**config.mk**
```make
export PLATFORM = sky130hd
export DESIGN_NAME = ct_branch_unit
export DESIGN_NICKNAME = d
export VERILOG_FILES = /design/src/rtl/ctb_pkg.sv /design/src/rtl/ctb_decide.sv /design/src/rtl/ctb_addr_path.sv /design/src/rtl/ct_branch_unit.sv
export SDC_FILE = /design/constraint.sdc
export NUM_CORES = 1
export LEC_CHECK = 0
export BUFFER_PORTS_ARGS = -buffer_cell sky130_fd_sc_hd__clkbuf_2
export CAP_MARGIN = 30
export CELL_PAD_IN_SITES_DETAIL_PLACEMENT = 2
export CELL_PAD_IN_SITES_GLOBAL_PLACEMENT = 2
export CORE_MARGIN = 5
export CORE_UTILIZATION = 31
export CTS_BUF_LIST = sky130_fd_sc_hd__clkbuf_4
export CTS_CLUSTER_SIZE = 12
export DETAILED_ROUTE_END_ITERATION = 7
export PLACE_DENSITY_LB_ADDON = 0.15
export SLEW_MARGIN = 20
export SYNTH_ARGS = -nofsm -noshare
export SYNTH_HDL_FRONTEND = slang
export SYNTH_SLANG_ARGS = --single-unit
```
**constraint.sdc**
```tcl
create_clock -name clk -period 2.9 [get_ports clk]
set_input_delay 0.58 -clock clk [delete_from_list [all_inputs] [get_ports clk]]
set_output_delay 0.58 -clock clk [all_outputs]
set_load 0.01 [all_outputs]
```
**src/rtl/ctb_pkg.sv**
```systemverilog
package ctb_pkg;
  typedef enum logic [1:0] {
    K_NONE = 2'b00,
    K_COND = 2'b01,
    K_JUMP = 2'b10,
    K_RSVD = 2'b11
  } ctb_kind_e;
endpackage

```
**src/rtl/ctb_decide.sv**
```systemverilog
// Control decision: whether to redirect, whether the target is taken,
// and whether the two-cycle secure path is needed.
module ctb_decide #(
  parameter int SECURE_AVAIL    = 1,
  parameter int DEDICATED_ADDER = 1
) (
  input  logic [1:0] kind_i,
  input  logic       cond_i,
  input  logic       mode_i,
  output logic       redirect_o,
  output logic       take_target_o,
  output logic       two_stage_o
);
  import ctb_pkg::*;

  localparam bit HAS_SECURE = (SECURE_AVAIL != 0);
  localparam bit SPLIT      = (DEDICATED_ADDER != 0);

  logic is_cond;
  logic is_jump;
  logic active;

  always_comb begin
    is_cond       = (kind_i == K_COND);
    is_jump       = (kind_i == K_JUMP);
    active        = HAS_SECURE && mode_i;
    take_target_o = is_jump || (is_cond && cond_i);
    redirect_o    = take_target_o || (is_cond && active);
    two_stage_o   = SPLIT && is_cond && active;
  end
endmodule

```
**src/rtl/ctb_addr_path.sv**
```systemverilog
// Address arithmetic. Shared form: one adder, operand picked by the
// decision. Dedicated form: independent target and sequential adders.
module ctb_addr_path #(
  parameter int AW              = 32,
  parameter int DEDICATED_ADDER = 1
) (
  input  logic [AW-1:0] pc_i,
  input  logic [AW-1:0] imm_i,
  input  logic          compressed_i,
  input  logic          take_target_i,
  output logic [AW-1:0] addr_o,
  output logic [AW-1:0] target_o,
  output logic [AW-1:0] seq_o
);
  localparam logic [AW-1:0] STEP_FULL = AW'(4);
  localparam logic [AW-1:0] STEP_HALF = AW'(2);

  logic [AW-1:0] step;
  assign step = compressed_i ? STEP_HALF : STEP_FULL;

  generate
    if (DEDICATED_ADDER != 0) begin : g_dedicated
      logic [AW-1:0] tgt_sum;
      logic [AW-1:0] seq_sum;
      assign tgt_sum  = pc_i + imm_i;
      assign seq_sum  = pc_i + step;
      assign target_o = tgt_sum;
      assign seq_o    = seq_sum;
      assign addr_o   = take_target_i ? tgt_sum : seq_sum;
    end else begin : g_shared
      logic [AW-1:0] operand_b;
      logic [AW-1:0] sum;
      assign operand_b = take_target_i ? imm_i : step;
      assign sum       = pc_i + operand_b;
      assign addr_o    = sum;
      assign target_o  = sum;
      assign seq_o     = sum;
    end
  endgenerate
endmodule

```
**src/rtl/ct_branch_unit.sv**
```systemverilog
module ct_branch_unit #(
  parameter int AW              = 32,
  parameter int SECURE_AVAIL    = 1,
  parameter int DEDICATED_ADDER = 1
) (
  input  logic          clk,
  input  logic          rst,
  input  logic          ex_valid_i,
  input  logic [1:0]    ex_kind_i,
  input  logic [AW-1:0] ex_pc_i,
  input  logic          ex_compressed_i,
  input  logic          ex_cond_i,
  input  logic [AW-1:0] ex_imm_i,
  input  logic          secure_mode_i,
  output logic          redirect_o,
  output logic [AW-1:0] redirect_pc_o,
  output logic          stall_o
);
  logic          want_redirect;
  logic          take_target;
  logic          two_stage;
  logic [AW-1:0] addr_now;
  logic [AW-1:0] cand_target;
  logic [AW-1:0] cand_seq;
  logic          accept;

  // Second-cycle state of a secure branch (dedicated adders only).
  logic          pend_cond;
  logic [AW-1:0] pend_target;
  logic [AW-1:0] pend_seq;

  assign accept = ex_valid_i && !stall_o;

  ctb_decide #(
    .SECURE_AVAIL   (SECURE_AVAIL),
    .DEDICATED_ADDER(DEDICATED_ADDER)
  ) u_decide (
    .kind_i       (ex_kind_i),
    .cond_i       (ex_cond_i),
    .mode_i       (secure_mode_i),
    .redirect_o   (want_redirect),
    .take_target_o(take_target),
    .two_stage_o  (two_stage)
  );

  ctb_addr_path #(
    .AW             (AW),
    .DEDICATED_ADDER(DEDICATED_ADDER)
  ) u_addr (
    .pc_i         (ex_pc_i),
    .imm_i        (ex_imm_i),
    .compressed_i (ex_compressed_i),
    .take_target_i(take_target),
    .addr_o       (addr_now),
    .target_o     (cand_target),
    .seq_o        (cand_seq)
  );

  always_ff @(posedge clk) begin
    if (rst) begin
      redirect_o    <= 1'b0;
      redirect_pc_o <= '0;
      stall_o       <= 1'b0;
      pend_cond     <= 1'b0;
      pend_target   <= '0;
      pend_seq      <= '0;
    end else begin
      redirect_o <= 1'b0;
      stall_o    <= 1'b0;
      if (stall_o) begin
        // Condition only steers a registered select here.
        redirect_o    <= 1'b1;
        redirect_pc_o <= pend_cond ? pend_target : pend_seq;
      end else if (accept) begin
        if (two_stage) begin
          stall_o     <= 1'b1;
          pend_cond   <= ex_cond_i;
          pend_target <= cand_target;
          pend_seq    <= cand_seq;
        end else if (want_redirect) begin
          redirect_o    <= 1'b1;
          redirect_pc_o <= addr_now;
        end
      end
    end
  end
endmodule

```
==> results of run 1 <==
## per-stage QoR
stage | worst slack, ns | setup TNS, ns | power, mW | utilization, % | area (um2)
after floorplan | 0.04505 | 0 | 2.091 | - | 6500
after global placement | -0.3098 | -6.064 | 2.546 | 38.90 | 8100
after detailed placement | -0.3639 | -8.819 | 2.601 | 38.90 | 8100
after CTS | 0.1903 | 0 | 3.407 | 39.56 | 8237
after global routing | 0.02279 | 0 | 3.562 | 39.62 | 8249
final | 0.1742 | 0 | 3.364 | 39.62 | 8249
## placed cells by master (no fill, tap or decap), types with 3 or more instances in the layout
cell type and instances:
dfxtp_1 98, clkbuf_4 9, nand2b_1 5, nand3b_1 6
nand2_1 115, a22oi_1 9, a211oi_1 57, o21a_1 3
mux2_2 24, a21o_1 16, nand4_1 10, inv_1 12
xnor2_1 30, nor3_1 15, mux2i_1 10, and3_1 9
ha_1 33, o21ai_0 28, nand3_1 13, nor2b_1 7
o21bai_1 3, nor2_1 91, inv_8 3, xor2_1 26
a221oi_1 5, clkbuf_2 104, buf_4 130, a21oi_1 86
a31oi_1 5
## metal layers
metal | track usage, % | up-vias | share of wire [%]
met3 | 2.294 | 33 | 2.7
met2 | 41.66 | 121 | 53
met5 | 0 | - | 0
li1 | - | 3317 | -
met1 | 26.48 | 3430 | 43
met4 | 7.191 | 0 | 2.0
## critical path, cell delays in order
cell and delay, ns:
clkbuf_2 0.10, ha_1 0.22, fa_1 0.41, a21o_1 0.23, a2111o_1 0.44, nand2_1 0.10
o21ai_0 0.08, a21oi_1 0.23, o41ai_1 0.14, xor2_1 0.18, a221oi_1 0.32, nor3_1 0.10
## registers in the layout, summed over array words and instances, names as in the netlist
signal and cells:
pend_seq 32, pend_target 32, redirect_pc_o 32, pend_cond 1, redirect_o 1, stall_o 1
## cell usage after synthesis (all sizes together) (7+ instances only)
cell type	number	area [um2]
a211oi	57	427.9
a21o	16	120.1
a21oi	89	452.9
a22oi	9	67.56
and3	9	56.30
clkbuf	47	247.7
dfxtp	99	1982
ha	33	412.9
inv	12	45.04
mux2	24	270.3
mux2i	10	100.1
nand2	115	431.7
nand3	13	65.06
nand4	10	62.56
nor2	92	345.3
nor2b	7	43.79
nor3	15	75.07
o21ai	30	157.7
xnor2	30	262.8
xor2	26	227.7
## area by class of cell
cell class / instances / share of cell area [%]
antenna: 2 / 0.06067
clock buffer: 9 / 0.8191
sequential: 99 / 24.04
clock inverter: 7 / 0.8342
inverter: 12 / 0.5460
tap: 275 / 4.171
multi-input combinational: 651 / 50.90
timing repair buffer: 236 / 18.63
## report_power, final
part / total [mW] / leakage (nW) / switching, mW / internal [mW]
logic: 1.11 / 2.53 / 0.624 / 0.489
registers: 1.46 / 0.806 / 0.0394 / 1.42
clock network: 0.789 / 0.0769 / 0.585 / 0.204
## cell families after synthesis
logic type	after synthesis	share of synthesized area, %
XOR/XNOR	56	7.546
AO/OA/AOI/OAI	241	24.74
adder cells (fa/ha/maj)	35	6.968
buffers and inverters	65	5.197
AND/OR/NAND/NOR	285	19.36
multiplexers	34	5.698
flip-flops	99	30.49
## path summary, 6_finish.rpt
check	start	to	cells past startpoint
worst max-delay path	ex_pc_i[0]	redirect_pc_o[28]	12
worst min-delay path	ex_cond_i	pend_cond	3
worst max register to register	stall_o	pend_target[8]	4
worst min register to register	pend_target[12]	pend_target[12]	2
==> flow_summary.yaml, run 1 <==
critical_path:
  worstSetupPathType: "input port to register"
  r2r_slack_ns: 0.88
  critical_path.startpoint_type: "input port"
  kind_of_end_point_of_the_critical_path: "register"
  crit_fanout: 4
  data_required_time_of_the_critical_path_ns: 3.30
  cp.arrival_ns: 3.13
grt:
  globalRouteOverflowTotal: 0
  gr-usage-all-layers_pct: 22.26
  grt_start_max_net_pins: 50
  first_global_vias: 7858
  grt_antenna_before_repair: 1
  global_route_wire_length_before_repair_mm: 42.34
synthesis:
  synth_warnings: 0
  number_of_synthesized_flops_with_an_enable_pin: 0
  number_of_instances_in_the_synthesized_netlist: 815
  synth_flop_cell: "dfxtp_1"
  netlist_area_um2: 6500
  synth.ff_latch_count: 99
  synth-async-reset-ratio_pct: 0
  postSynthNetCount: 922
  post_synthesis_sequential_area_ratio_pct: 30.49
  mean_instance_size_in_the_synthesized_netlist_um2: 7.975
  post_synth_num_cell_types: 64
sta:
  max_freq_mhz: 366.9
  period_share_pct: 93.99
  period_needed_ns: 2.726
  slew_violations: 0
  hold_slack_ns: 0.3120
  timing.max_slew.rel_slack_pct: 46.36
  rsz_0062_raised_after_global_routing: "false"
  worstMarginPinSlew_ns: 0.8046
  final-setup-viol-count: 0
  finClkSkew_ns: 0.02529
  finalHoldViolCount: 0
outcome:
  outcome: "finished clean"
clocking:
  cts.clk_slew.worst_paths_ns: 0.19
  cts_made_buffers: 9
  cts_tree: "yes"
  holdBufCountCts: 0
  clock_sink_count: 99
  htree_num_levels: 3
  cts_max_path_buffers: 2
  clk-insertion-delay-late_ns: 0.51
  cts_root_buffer_type: "clkbuf_4"
  cts_resized: 0
  cts_post_setup_buffers_inserted: 0
floorplan:
  floorplan.initialDensity_pct: 31.22
  fp.dieH_um: 154.8
  placement_rows: 53
  fp.dieW_um: 154.8
  die_area_um2: 23960
  floorplan.io_pins: 106
  core_region_area_um2: 20820
layout:
  ff_latch_area_um2: 1983
  multi_input_comb_area_um2: 4199
  layout-area-overhead-vs-synth_pct: 26.91
  drive_above_1_share_pct: 28.70
  fillCellCount: 2456
  final_cells: 1291
  final_net_count: 1116
drt:
  count_of_vias_placed_by_the_detailed_router: 6901
  drt_pre_antenna_iters: 4
  postRouteAntennaNets: 0
  drt-vias-per-instance: 5.345
  first_iter_violations: 253
  drc_errors: 0
  wl_final_mm: 26.52
  routed_wl_per_cell_um: 20.55
place:
  place.detailed.instances: 1272
  io_buffer_count: 105
  gpl.final_weighted_congestion: 0.8620
  hpwlAfterDp_mm: 21.01
power:
  power.density_cell_area_nw_per_um2: 407.9
  leakagePower_nw: 3.410
  irDropWorstVdd_mv: 0.1693
worst_hold_path:
  class_of_the_most_critical_hold_timing_path: "input port to register"
job:
  max-cap-violations: 0
No activity file was read; power rests on OpenSTA's default activity.
==> inputs of run 2 (changes only) <==
--- a/config.mk
+++ b/config.mk
@@ -14,7 +14,8 @@
 export CTS_BUF_LIST = sky130_fd_sc_hd__clkbuf_4
 export CTS_CLUSTER_SIZE = 12
 export DETAILED_ROUTE_END_ITERATION = 7
-export PLACE_DENSITY_LB_ADDON = 0.15
+export PLACE_DENSITY = 0.83
+export RECOVER_POWER = 100
 export SLEW_MARGIN = 20
 export SYNTH_ARGS = -nofsm -noshare
 export SYNTH_HDL_FRONTEND = slang
==> run 2 against run 1 <==
Net effect: via count increased by 2.1%; register-to-register slack got worse by 0.58 ns; clock skew fell by 0.0016 ns; first-iteration DRC count is 42% higher; maximum frequency decreased by 3.3%; cell count fell by 0.62%; wire length rose by 2.7%; sequential power about the same; sequential share of layout area up 0.35 points; flip-flop and latch count stayed put; critical path depth fell by 1; die area stayed put; critical endpoint is now redirect_pc_o[29]; largest cell class unchanged.
==> flow_summary.yaml, run 2 (synthesis gave the netlist of run 1 again) <==
drt:
  routed_wl_per_cell_um: 21.23
  wl_final_mm: 27.24
  count_of_vias_placed_by_the_detailed_router: 7043
  drt-vias-per-instance: 5.489
  drt_pre_antenna_iters: 5
  postRouteAntennaNets: 0
  first_iter_violations: 360
  drc_errors: 0
critical_path:
  cp.arrival_ns: 3.23
  timing.critical_path.slowest_stage_cell: "o32ai_1"
  critical_path.startpoint_type: "input port"
  crit_fanout: 4
  data_required_time_of_the_critical_path_ns: 3.31
  cpPeakStageDelay_ns: 0.72
  timing.critical_path.cells: "clkbuf_2 -> ha_1 -> buf_4 -> nand2_1 -> o32ai_1 -> a211o_1 -> o21ai_1 -> a21oi_1 -> xor2_1 -> a221oi_1 -> nor3_1"
  worst-path-buf-inv: 2
  kind_of_end_point_of_the_critical_path: "register"
  cpLargestDelayFamily: "compound AO/OA/AOI/OAI gates"
  worstSetupPathType: "input port to register"
power:
  switching_power_mw: 1.249
  irDropWorstVdd_mv: 0.1598
  total_power_mw: 3.330
  clock_power_share_pct: 22.4
  power_frac_seq_pct: 43.9
  internal_power_mw: 2.081
  power.density_cell_area_nw_per_um2: 409.6
  comb_power_share_pct: 33.7
  switching_share_pct: 37.50
  leakagePower_nw: 3.236
layout:
  most_common_cell_after_layout_fill_and_taps_aside: "buf_4"
  final_core_utilization_pct: 39.05
  layout_common_cells: "buf_4, nand2_1, dfxtp_1"
  final_cells: 1283
  drive_above_1_share_pct: 24.63
  reg.largest.list: "pend_seq: 32 flops, pend_target: 32 flops, redirect_pc_o: 32 flops"
  fillCellCount: 2475
  fin_area_um2: 8130
  final_net_count: 1109
  layout-area-overhead-vs-synth_pct: 25.08
job:
  max-cap-violations: 0
grt:
  grt_start_max_net_pins: 60
  grt_busiest_layer: "met2"
  grt_util_met1_pct: 27.77
  globalRouteOverflowTotal: 0
  grt_antenna_before_repair: 1
  grt_util_met3_pct: 3.470
  global_route_wire_length_before_repair_mm: 43.52
  gr-usage-all-layers_pct: 22.72
  use_met2_pct: 40.60
  first_global_vias: 8086
floorplan:
  die_area_um2: 23960
  floorplan.io_pins: 106
  floorplan.initialDensity_pct: 31.22
  core_region_area_um2: 20820
  placement_rows: 53
  fp.dieW_um: 154.8
  fp.dieH_um: 154.8
sta:
  final-setup-viol-count: 0
  aggregate_negative_setup_slack_ns: 0
  timing.max_slew.rel_slack_pct: 18.53
  finalHoldViolCount: 0
  period_share_pct: 97.18
  period_needed_ns: 2.818
  finClkSkew_ns: 0.02373
  layout_setup_ws_ns: 0.08176
  hold_slack_ns: 0.3330
  slew_violations: 0
  max_freq_mhz: 354.8
  worstMarginPinSlew_ns: 1.217
place:
  place.detailed.instances: 1266
  io_buffer_count: 105
  pre_cts_slack_ns: -0.4980
  gpl.final_weighted_congestion: 0.8402
  hpwlAfterDp_mm: 20.91
  placed_cell_area_um2: 8068
clocking:
  cts_made_buffers: 9
  cts_root_buffer_type: "clkbuf_4"
  htree_num_levels: 3
  clk-insertion-delay-late_ns: 0.50
  cts_tree: "yes"
  clock_sink_count: 99
  cts.clk_slew.worst_paths_ns: 0.15
  cts_max_path_buffers: 2
  cts_post_setup_buffers_inserted: 0
  holdBufCountCts: 0
outcome:
  outcome: "finished clean"
worst_hold_path:
  class_of_the_most_critical_hold_timing_path: "input port to register"
-- run 2: cell count changes in the layout (fill, tap and decap cells not counted), sizes merged --
cell	change
clkinv	+2
buf	-13
clkbuf	+6
diode	-1
inv	-3
clkinvlp	+1
-- run 2: worst reg2reg max path, stage by stage (launching register included) --
cell	delay (ns)
dfxtp_2	0.51
nor2_1	0.99
buf_12	0.27
clkbuf_2	0.40
nor2_1	0.12
a211oi_1	0.25
-- run 2: final cells by class --
| class | count | area [um2] | share of cell area (%) |
|---|---|---|---|
| tap | 275 | 344.1 | 4.232 |
| clock buffer | 9 | 67.56 | 0.8310 |
| clock inverter | 7 | 52.55 | 0.6464 |
| antenna | 1 | 2.502 | 0.03078 |
| sequential | 99 | 1983 | 24.39 |
| inverter | 12 | 45.04 | 0.5540 |
| multi-input combinational | 651 | 4210 | 51.79 |
| timing repair buffer | 229 | 1425 | 17.53 |
-- run 2: worst paths after layout --
check	from	to	slack [ns]	cells after the start
worst max-delay path	ex_pc_i[4]	redirect_pc_o[29]	0.08	11
worst min-delay path	ex_cond_i	pend_cond	0.33	3
worst max register to register	stall_o	pend_seq[15]	0.30	5
worst min register to register	pend_target[13]	pend_target[13]	0.47	2
-- run 2: power groups by stage --
stage               combinational, mW  clock (mW)  sequential [mW]
global route                     1.22       0.810             1.47
global placement                 1.05           0             1.49
CTS                              1.13       0.759             1.46
floorplan                       0.600           0             1.49
detailed placement               1.11           0             1.49
finish                           1.12       0.745             1.46
-- run 2: what timing repair did --
action,4_1_cts,5_1_grt
gates resized for setup,0,7
setup endpoints to repair,0,8
endpoints found under the hold margin,0,0
-- run 2: routing by layer --
metal,share of wire (%),wire [um],vias up
li1,-,-,3299
met1,44,12000,3537
met2,50,13660,159
met3,3.3,907,48
met4,2.5,669,0
met5,0,0,-
